===== src/rtl/sram_ctrl_pkg.sv =====
package sram_ctrl_pkg;

  typedef enum logic [2:0] {
    ST_IDLE  = 3'd0,
    ST_WSET  = 3'd1,
    ST_WLOW  = 3'd2,
    ST_WHOLD = 3'd3,
    ST_RWAIT = 3'd4,
    ST_RTURN = 3'd5
  } seq_state_e;

  function automatic logic st_selects(input seq_state_e s);
    return (s == ST_WSET) || (s == ST_WLOW) || (s == ST_WHOLD) || (s == ST_RWAIT);
  endfunction

  function automatic logic st_drives(input seq_state_e s);
    return (s == ST_WSET) || (s == ST_WLOW) || (s == ST_WHOLD);
  endfunction

endpackage


===== src/rtl/sram_seq.sv =====
module sram_seq
  import sram_ctrl_pkg::*;
#(
  parameter int WR_PULSE = 2,
  parameter int RD_WAIT  = 3
) (
  input  logic clk,
  input  logic rst_n,
  input  logic req_valid,
  input  logic req_write,
  output logic load,
  output logic cap,
  output logic sel_d,
  output logic ce_n,
  output logic we_n,
  output logic oe_n,
  output logic drv,
  output logic ready
);

  localparam int MAXC = (WR_PULSE > RD_WAIT) ? WR_PULSE : RD_WAIT;
  localparam int CW   = $clog2(MAXC + 1);

  seq_state_e       st_q, st_d;
  logic [CW-1:0]    cnt_q, cnt_d;
  logic             ce_n_d, we_n_d, oe_n_d, drv_d, ready_d;

  always_comb begin
    st_d  = st_q;
    cnt_d = cnt_q;
    load  = 1'b0;
    cap   = 1'b0;
    case (st_q)
      ST_IDLE: if (req_valid) begin
        load = 1'b1;
        if (req_write) begin
          st_d = ST_WSET;
        end else begin
          st_d  = ST_RWAIT;
          cnt_d = CW'(RD_WAIT - 1);
        end
      end
      ST_WSET: begin
        st_d  = ST_WLOW;
        cnt_d = CW'(WR_PULSE - 1);
      end
      ST_WLOW: begin
        if (cnt_q == '0) st_d = ST_WHOLD;
        else             cnt_d = cnt_q - 1'b1;
      end
      ST_WHOLD: st_d = ST_IDLE;
      ST_RWAIT: begin
        if (cnt_q == '0) begin
          st_d = ST_RTURN;
          cap  = 1'b1;
        end else begin
          cnt_d = cnt_q - 1'b1;
        end
      end
      ST_RTURN: st_d = ST_IDLE;
      default:  st_d = ST_IDLE;
    endcase
  end

  assign sel_d   = st_selects(st_d);
  assign ce_n_d  = !sel_d;
  assign we_n_d  = (st_d != ST_WLOW);
  assign oe_n_d  = (st_d != ST_RWAIT);
  assign drv_d   = st_drives(st_d);
  assign ready_d = (st_d == ST_WHOLD) || (st_d == ST_RTURN);

  always_ff @(posedge clk or negedge rst_n) begin
    if (!rst_n) begin
      st_q  <= ST_IDLE;
      cnt_q <= '0;
      ce_n  <= 1'b1;
      we_n  <= 1'b1;
      oe_n  <= 1'b1;
      drv   <= 1'b0;
      ready <= 1'b0;
    end else begin
      st_q  <= st_d;
      cnt_q <= cnt_d;
      ce_n  <= ce_n_d;
      we_n  <= we_n_d;
      oe_n  <= oe_n_d;
      drv   <= drv_d;
      ready <= ready_d;
    end
  end

  // idle means standby
  a_r2_idle_standby: assert property (@(posedge clk) disable iff (!rst_n)
    (st_q == ST_IDLE) |-> ce_n);
  // write strobe only inside a selected, non-reading cycle
  a_r3_we_inside_ce: assert property (@(posedge clk) disable iff (!rst_n)
    !we_n |-> (!ce_n && oe_n));
  // read phase never drives the bus
  a_r5_read_undriven: assert property (@(posedge clk) disable iff (!rst_n)
    !oe_n |-> (!drv && we_n && !ce_n));
  // driver stays off the clock after output enable
  a_r8_turnaround: assert property (@(posedge clk) disable iff (!rst_n)
    !oe_n |=> !drv);
  // completion strobe lasts one clock
  a_r7_single_ready: assert property (@(posedge clk) disable iff (!rst_n)
    ready |=> !ready);

endmodule


===== src/rtl/sram_lane_dp.sv =====
module sram_lane_dp #(
  parameter int ADDR_W = 16,
  parameter int DATA_W = 16
) (
  input  logic              clk,
  input  logic              rst_n,
  input  logic              load,
  input  logic              cap,
  input  logic              sel_d,
  input  logic [ADDR_W-1:0] req_addr,
  input  logic [DATA_W-1:0] req_wdata,
  input  logic [DATA_W/8-1:0] req_mask,
  input  logic [DATA_W-1:0] dq_in,
  output logic [ADDR_W-1:0] addr,
  output logic [DATA_W-1:0] dq_out,
  output logic [DATA_W/8-1:0] be_n,
  output logic [DATA_W-1:0] rdata
);

  localparam int LANES = DATA_W / 8;

  logic [LANES-1:0]  mask_q, msel, be_n_d;
  logic [DATA_W-1:0] merged;

  for (genvar g = 0; g < LANES; g++) begin : g_lane
    assign msel[g]          = load ? req_mask[g] : mask_q[g];
    assign be_n_d[g]        = !(sel_d && msel[g]);
    assign merged[g*8 +: 8] = mask_q[g] ? dq_in[g*8 +: 8] : 8'h00;
  end

  always_ff @(posedge clk or negedge rst_n) begin
    if (!rst_n) begin
      addr   <= '0;
      dq_out <= '0;
      mask_q <= '0;
      be_n   <= '1;
      rdata  <= '0;
    end else begin
      if (load) begin
        addr   <= req_addr;
        dq_out <= req_wdata;
        mask_q <= req_mask;
      end
      if (cap) rdata <= merged;
      be_n <= be_n_d;
    end
  end

  // captured lanes outside the mask are zero
  a_r6_zero_lanes: assert property (@(posedge clk) disable iff (!rst_n)
    cap |=> ((rdata[7:0] == 8'h00) || mask_q[0]) && ((rdata[DATA_W-1:8] == '0) || (LANES < 2) || mask_q[LANES-1]));

endmodule


===== src/rtl/sram_lane_ctrl.sv =====
module sram_lane_ctrl #(
  parameter int WR_PULSE = 2,
  parameter int RD_WAIT  = 3
) (
  input  logic        clk,
  input  logic        rst_n,
  input  logic        req_valid,
  input  logic        req_write,
  input  logic [15:0] req_addr,
  input  logic [15:0] req_wdata,
  input  logic [1:0]  req_mask,
  output logic        rsp_ready,
  output logic [15:0] rsp_rdata,
  output logic [15:0] mem_addr,
  output logic        mem_ce_n,
  output logic        mem_we_n,
  output logic        mem_oe_n,
  output logic        mem_lb_n,
  output logic        mem_ub_n,
  output logic [15:0] mem_dq_out,
  output logic        mem_dq_oe,
  input  logic [15:0] mem_dq_in
);

  logic       rst_meta, rst_s;
  logic       load, cap, sel_d;
  logic [1:0] be_n;

  always_ff @(posedge clk or negedge rst_n) begin
    if (!rst_n) begin
      rst_meta <= 1'b0;
      rst_s    <= 1'b0;
    end else begin
      rst_meta <= 1'b1;
      rst_s    <= rst_meta;
    end
  end

  sram_seq #(.WR_PULSE(WR_PULSE), .RD_WAIT(RD_WAIT)) u_seq (
    .clk       (clk),
    .rst_n     (rst_s),
    .req_valid (req_valid),
    .req_write (req_write),
    .load      (load),
    .cap       (cap),
    .sel_d     (sel_d),
    .ce_n      (mem_ce_n),
    .we_n      (mem_we_n),
    .oe_n      (mem_oe_n),
    .drv       (mem_dq_oe),
    .ready     (rsp_ready)
  );

  sram_lane_dp #(.ADDR_W(16), .DATA_W(16)) u_dp (
    .clk       (clk),
    .rst_n     (rst_s),
    .load      (load),
    .cap       (cap),
    .sel_d     (sel_d),
    .req_addr  (req_addr),
    .req_wdata (req_wdata),
    .req_mask  (req_mask),
    .dq_in     (mem_dq_in),
    .addr      (mem_addr),
    .dq_out    (mem_dq_out),
    .be_n      (be_n),
    .rdata     (rsp_rdata)
  );

  assign mem_lb_n = be_n[0];
  assign mem_ub_n = be_n[1];

  // address and lanes frozen while selected
  a_r4_addr_stable: assert property (@(posedge clk) disable iff (!rst_s)
    (!mem_ce_n && $past(!mem_ce_n)) |-> ($stable(mem_addr) && $stable(mem_lb_n) && $stable(mem_ub_n)));
  // lane enables only inside chip select
  a_r4_lanes_in_ce: assert property (@(posedge clk) disable iff (!rst_s)
    (!mem_lb_n || !mem_ub_n) |-> !mem_ce_n);
  // data held and driven through the strobe's rising edge
  a_r3_data_hold: assert property (@(posedge clk) disable iff (!rst_s)
    !mem_we_n |=> (mem_dq_oe && $stable(mem_dq_out) && !mem_ce_n));

endmodule


===== config.mk =====
export PLATFORM = sky130hd
export DESIGN_NAME = sram_lane_ctrl
export DESIGN_NICKNAME = d
export VERILOG_FILES = /design/src/rtl/sram_ctrl_pkg.sv /design/src/rtl/sram_seq.sv /design/src/rtl/sram_lane_dp.sv /design/src/rtl/sram_lane_ctrl.sv
export SDC_FILE = /design/constraint.sdc
export NUM_CORES = 1
export LEC_CHECK = 0
export CAP_MARGIN = 20
export CORE_MARGIN = 2
export CORE_UTILIZATION = 25
export CTS_BUF_LIST = sky130_fd_sc_hd__clkbuf_2
export DETAILED_ROUTE_END_ITERATION = 10
export PLACE_DENSITY = 0.58
export SYNTH_ARGS = -nofsm -noshare
export SYNTH_HDL_FRONTEND = slang
export SYNTH_SLANG_ARGS = --single-unit

===== constraint.sdc =====
create_clock -name clk -period 3.2 [get_ports clk]
set_input_delay 0.32 -clock clk [delete_from_list [all_inputs] [get_ports clk]]
set_output_delay 0.32 -clock clk [all_outputs]
set_load 0.02 [all_outputs]

==> impl_results.md <==
- Die area: 0.0109 mm^2
- Count of cell types in the netlist: 27
- Hold Crit Class: reg2async
- Synthesized flop and latch total: 64
- Skew final: 0.0234 ns
- Ys Warns: 0
- Net Sw Frac: 37.0%
- Seq/Total Area, Yosys: 63.6%
- Area delta synth->final: 51.6%
- Post-DP Area: 0.00371 mm^2
- Multiplexer area fraction after synthesis: 16.8%
- Vias per cell: 4.08
- DR iter-0 viols: 41
- Die Wd: 105 um
- Outcome: complete, no violations
- CTS Buf Count: 9
- CTS H-Tree Depth: 3
- Count of pins over their slew limit: 0
- Int Power: 2.38 mW
- Avg WL per Cell: 12.4 um
- Largest family of logic cells by synthesized area: multiplexers
- Final setup margin: 1.20 ns
- Arrival time worst endpoint: 2.32 ns
- # DRC: 0
- CTS root buf: clkbuf_2
- Io pins: 109
- Crit end category: flip-flop
- Final period utilization: 62.4%
- Initial Util: 25.8%
- Post-synth top area share: 58.4%
- Synthesized cell area: 0.00253 mm^2
- Worst-Margin Slew: 0.955 ns
- N_diodes: 0
- Syn_area_per_cell: 13.0 um^2
- Worst slew margin: 36.1%
- RSZ-0062 raised after global routing: no
- Placer Congestion: 0.751
- Fin. Hold Viols: 0
- Share of layout cells above drive strength 1: 20.3%
- VDD IR max: 0.346 mV
- F_max: 501 MHz
- Power per cell area: 989 mW/mm^2
- Most frequent cells in the layout: clkdlybuf4s50_1, dfrtp_1, mux2_2
- TritonRoute pass-1 iters: 3
- Global-route wire length before repair: 9200 um
- Min Tclk post-route: 2.00 ns
- Post-Synth XOR/XNOR Area: 0.693%
- Sequential power share: 38.2%
- CP Max Fanout: 32
- Crit path required time: 3.52 ns
- Pin count of the biggest net entering global routing: 36
- Global Route Usage Sum: 10.6%
- Logic gate share of total power: 49.4%
- Startpoint types: flip-flop
- Post-CTS sizing: 0
- Finished Core Util: 39.2%
- Pre-CTS setup slack: 1.13 ns
- Net switching power: 1.40 mW
- Initial antenna violation count: 0
- Clock Power Share: 12.4%
- Clock Sinks: 64
- DRT antenna net count: 0
- CTS tree: done
- Gate Count Post-Synth: 195
- P_leak: 1.61 nW
- Routed wire length: 5530 um
- Most common cell after layout, fill and taps aside: clkdlybuf4s50_1
- Post-Synth Adder-Cell Area: 0.495%
- Core area: 0.00977 mm^2
- Post-Synth Simple-Gate Area: 8.67%
- Die Height: 105 um
- Port bufs: 108
- WS Path Type: reg2reg
- Max-cap violations: 0
- Net Count, Synth: 250
- Clk pin slew, worst setup/hold paths: 0.18 ns
- Final Instance Area: 0.00383 mm^2
- Setup violators final: 0
- Clk_lat worst skew: 0.48 ns
- Cell taking the most area after synthesis: dfrtp_1
- Synth Area in Compound Gates: 5.94%
- Vias in the first global route: 1864
- Reg-to-Reg Start: u_seq.st_q[0]
- CTS max path bufs: 2
- Top cells by area, synth: dfrtp_1, mux2_2, dfstp_2, nand2_1, o21ai_0
- Worst reg-to-reg path cell count: 4
- Nets@finish: 361
- Fin Setup TNS: 0 ns
- Grt total ovfl: 0
- DR vias: 1811
- Num rows: 36
- Post-DP HPWL: 3880 um
- CP Launch Point: u_seq.st_q[0]
- Post-CTS Setup Bufs: 0
## synthesized netlist by cell type, drive strengths merged
| library cell | instances |
|---|---|
| nor2 | 6 |
| buf | 8 |
| nor2b | 3 |
| nor4b | 1 |
| o32a | 1 |
| nand2b | 3 |
| mux2 | 35 |
| clkbuf | 3 |
| inv | 4 |
| xor2 | 1 |
| ha | 1 |
| a211oi | 2 |
| dfstp | 5 |
| nand3 | 1 |
| xnor2 | 1 |
| mux2i | 3 |
| o21a | 1 |
| nand2 | 33 |
| or2 | 1 |
| o21ai | 21 |
| conb | 1 |
| a21o | 1 |
| dfrtp | 59 |
## area by class of cell
class,instances,area [um^2]
Fill cell,986,5950
Sequential cell,64,1610
Timing Repair Buffer,111,1110
Multi-Input combinational cell,116,827
Tap cell,133,166
Clock buffer,12,60.1
Clock inverter,4,45.0
Inverter,4,15.0
## power by group through the flow
stage | logic, mW | registers, mW | clock network [mW]
2_1_floorplan | 0.730 | 1.81 | 0
3_3_place_gp | 1.87 | 1.47 | 0
3_5_place_dp | 1.89 | 1.47 | 0
4_1_cts | 1.90 | 1.46 | 0.502
5_1_grt | 2.01 | 1.51 | 0.529
6_report | 1.87 | 1.45 | 0.469
## path summary, 6_finish.rpt
check,slack [ns],endpoint
max in group asynchronous,1.95,u_seq.ce_n
worst max register to register,1.20,u_dp.rdata[11]
worst min-delay path,0.33,u_dp.addr[4]
min in group clk,0.36,u_dp.rdata[2]
worst min register to register,0.33,u_dp.addr[4]
worst max-delay path,1.20,u_dp.rdata[11]
## worst max-delay path, stage by stage, from the launching register on
cell     delay [ns]
dfrtp_1        0.56
nor2_1         0.22
nand3_1        0.69
nand2_1        0.26
o21ai_0        0.10
## through the flow
step,power (mW),hold slack (ns),instances
floorplan,2.54,0.0244,195
global placement,3.34,0.337,427
detailed placement,3.37,0.346,427
CTS,3.86,0.294,444
global route,4.05,0.344,444
finish,3.79,0.329,444
## kinds of logic (layout without fill, tap and decap cells)
group	Yosys count	count (layout)
flops	64	64
buf+inv	15	131
simple gates	48	48
other cells	1	1
xor+xnor	2	2
fa+ha+maj	1	1
compound gates	26	26
mux	38	38
## metal layers
metal,up-vias,part of all wire [%],GRT usage (%)
li1,878,-,-
met1,846,47,13.5
met2,79,42,15.3
met3,8,9.6,4.39
met4,0,1.6,5.79
met5,-,0,0
## state kept, by name, summed over array words and instances, names as in the netlist
signal / count
u_dp.be_n: 2
u_seq.we_n: 1
rst_meta: 1
u_seq.oe_n: 1
rst_s: 1
u_seq.ce_n: 1
u_dp.mask_q: 2
u_dp.dq_out: 16
u_seq.ready: 1
u_seq.st_q: 3
u_dp.rdata: 16
u_seq.cnt_q: 2
u_dp.addr: 16
u_seq.drv: 1
## what timing repair did
item,CTS,global route
hold buffers,1,0
hold endpoints to repair,2,0
endpoints found under the setup margin,0,0
(Power assumes the default switching activity.)
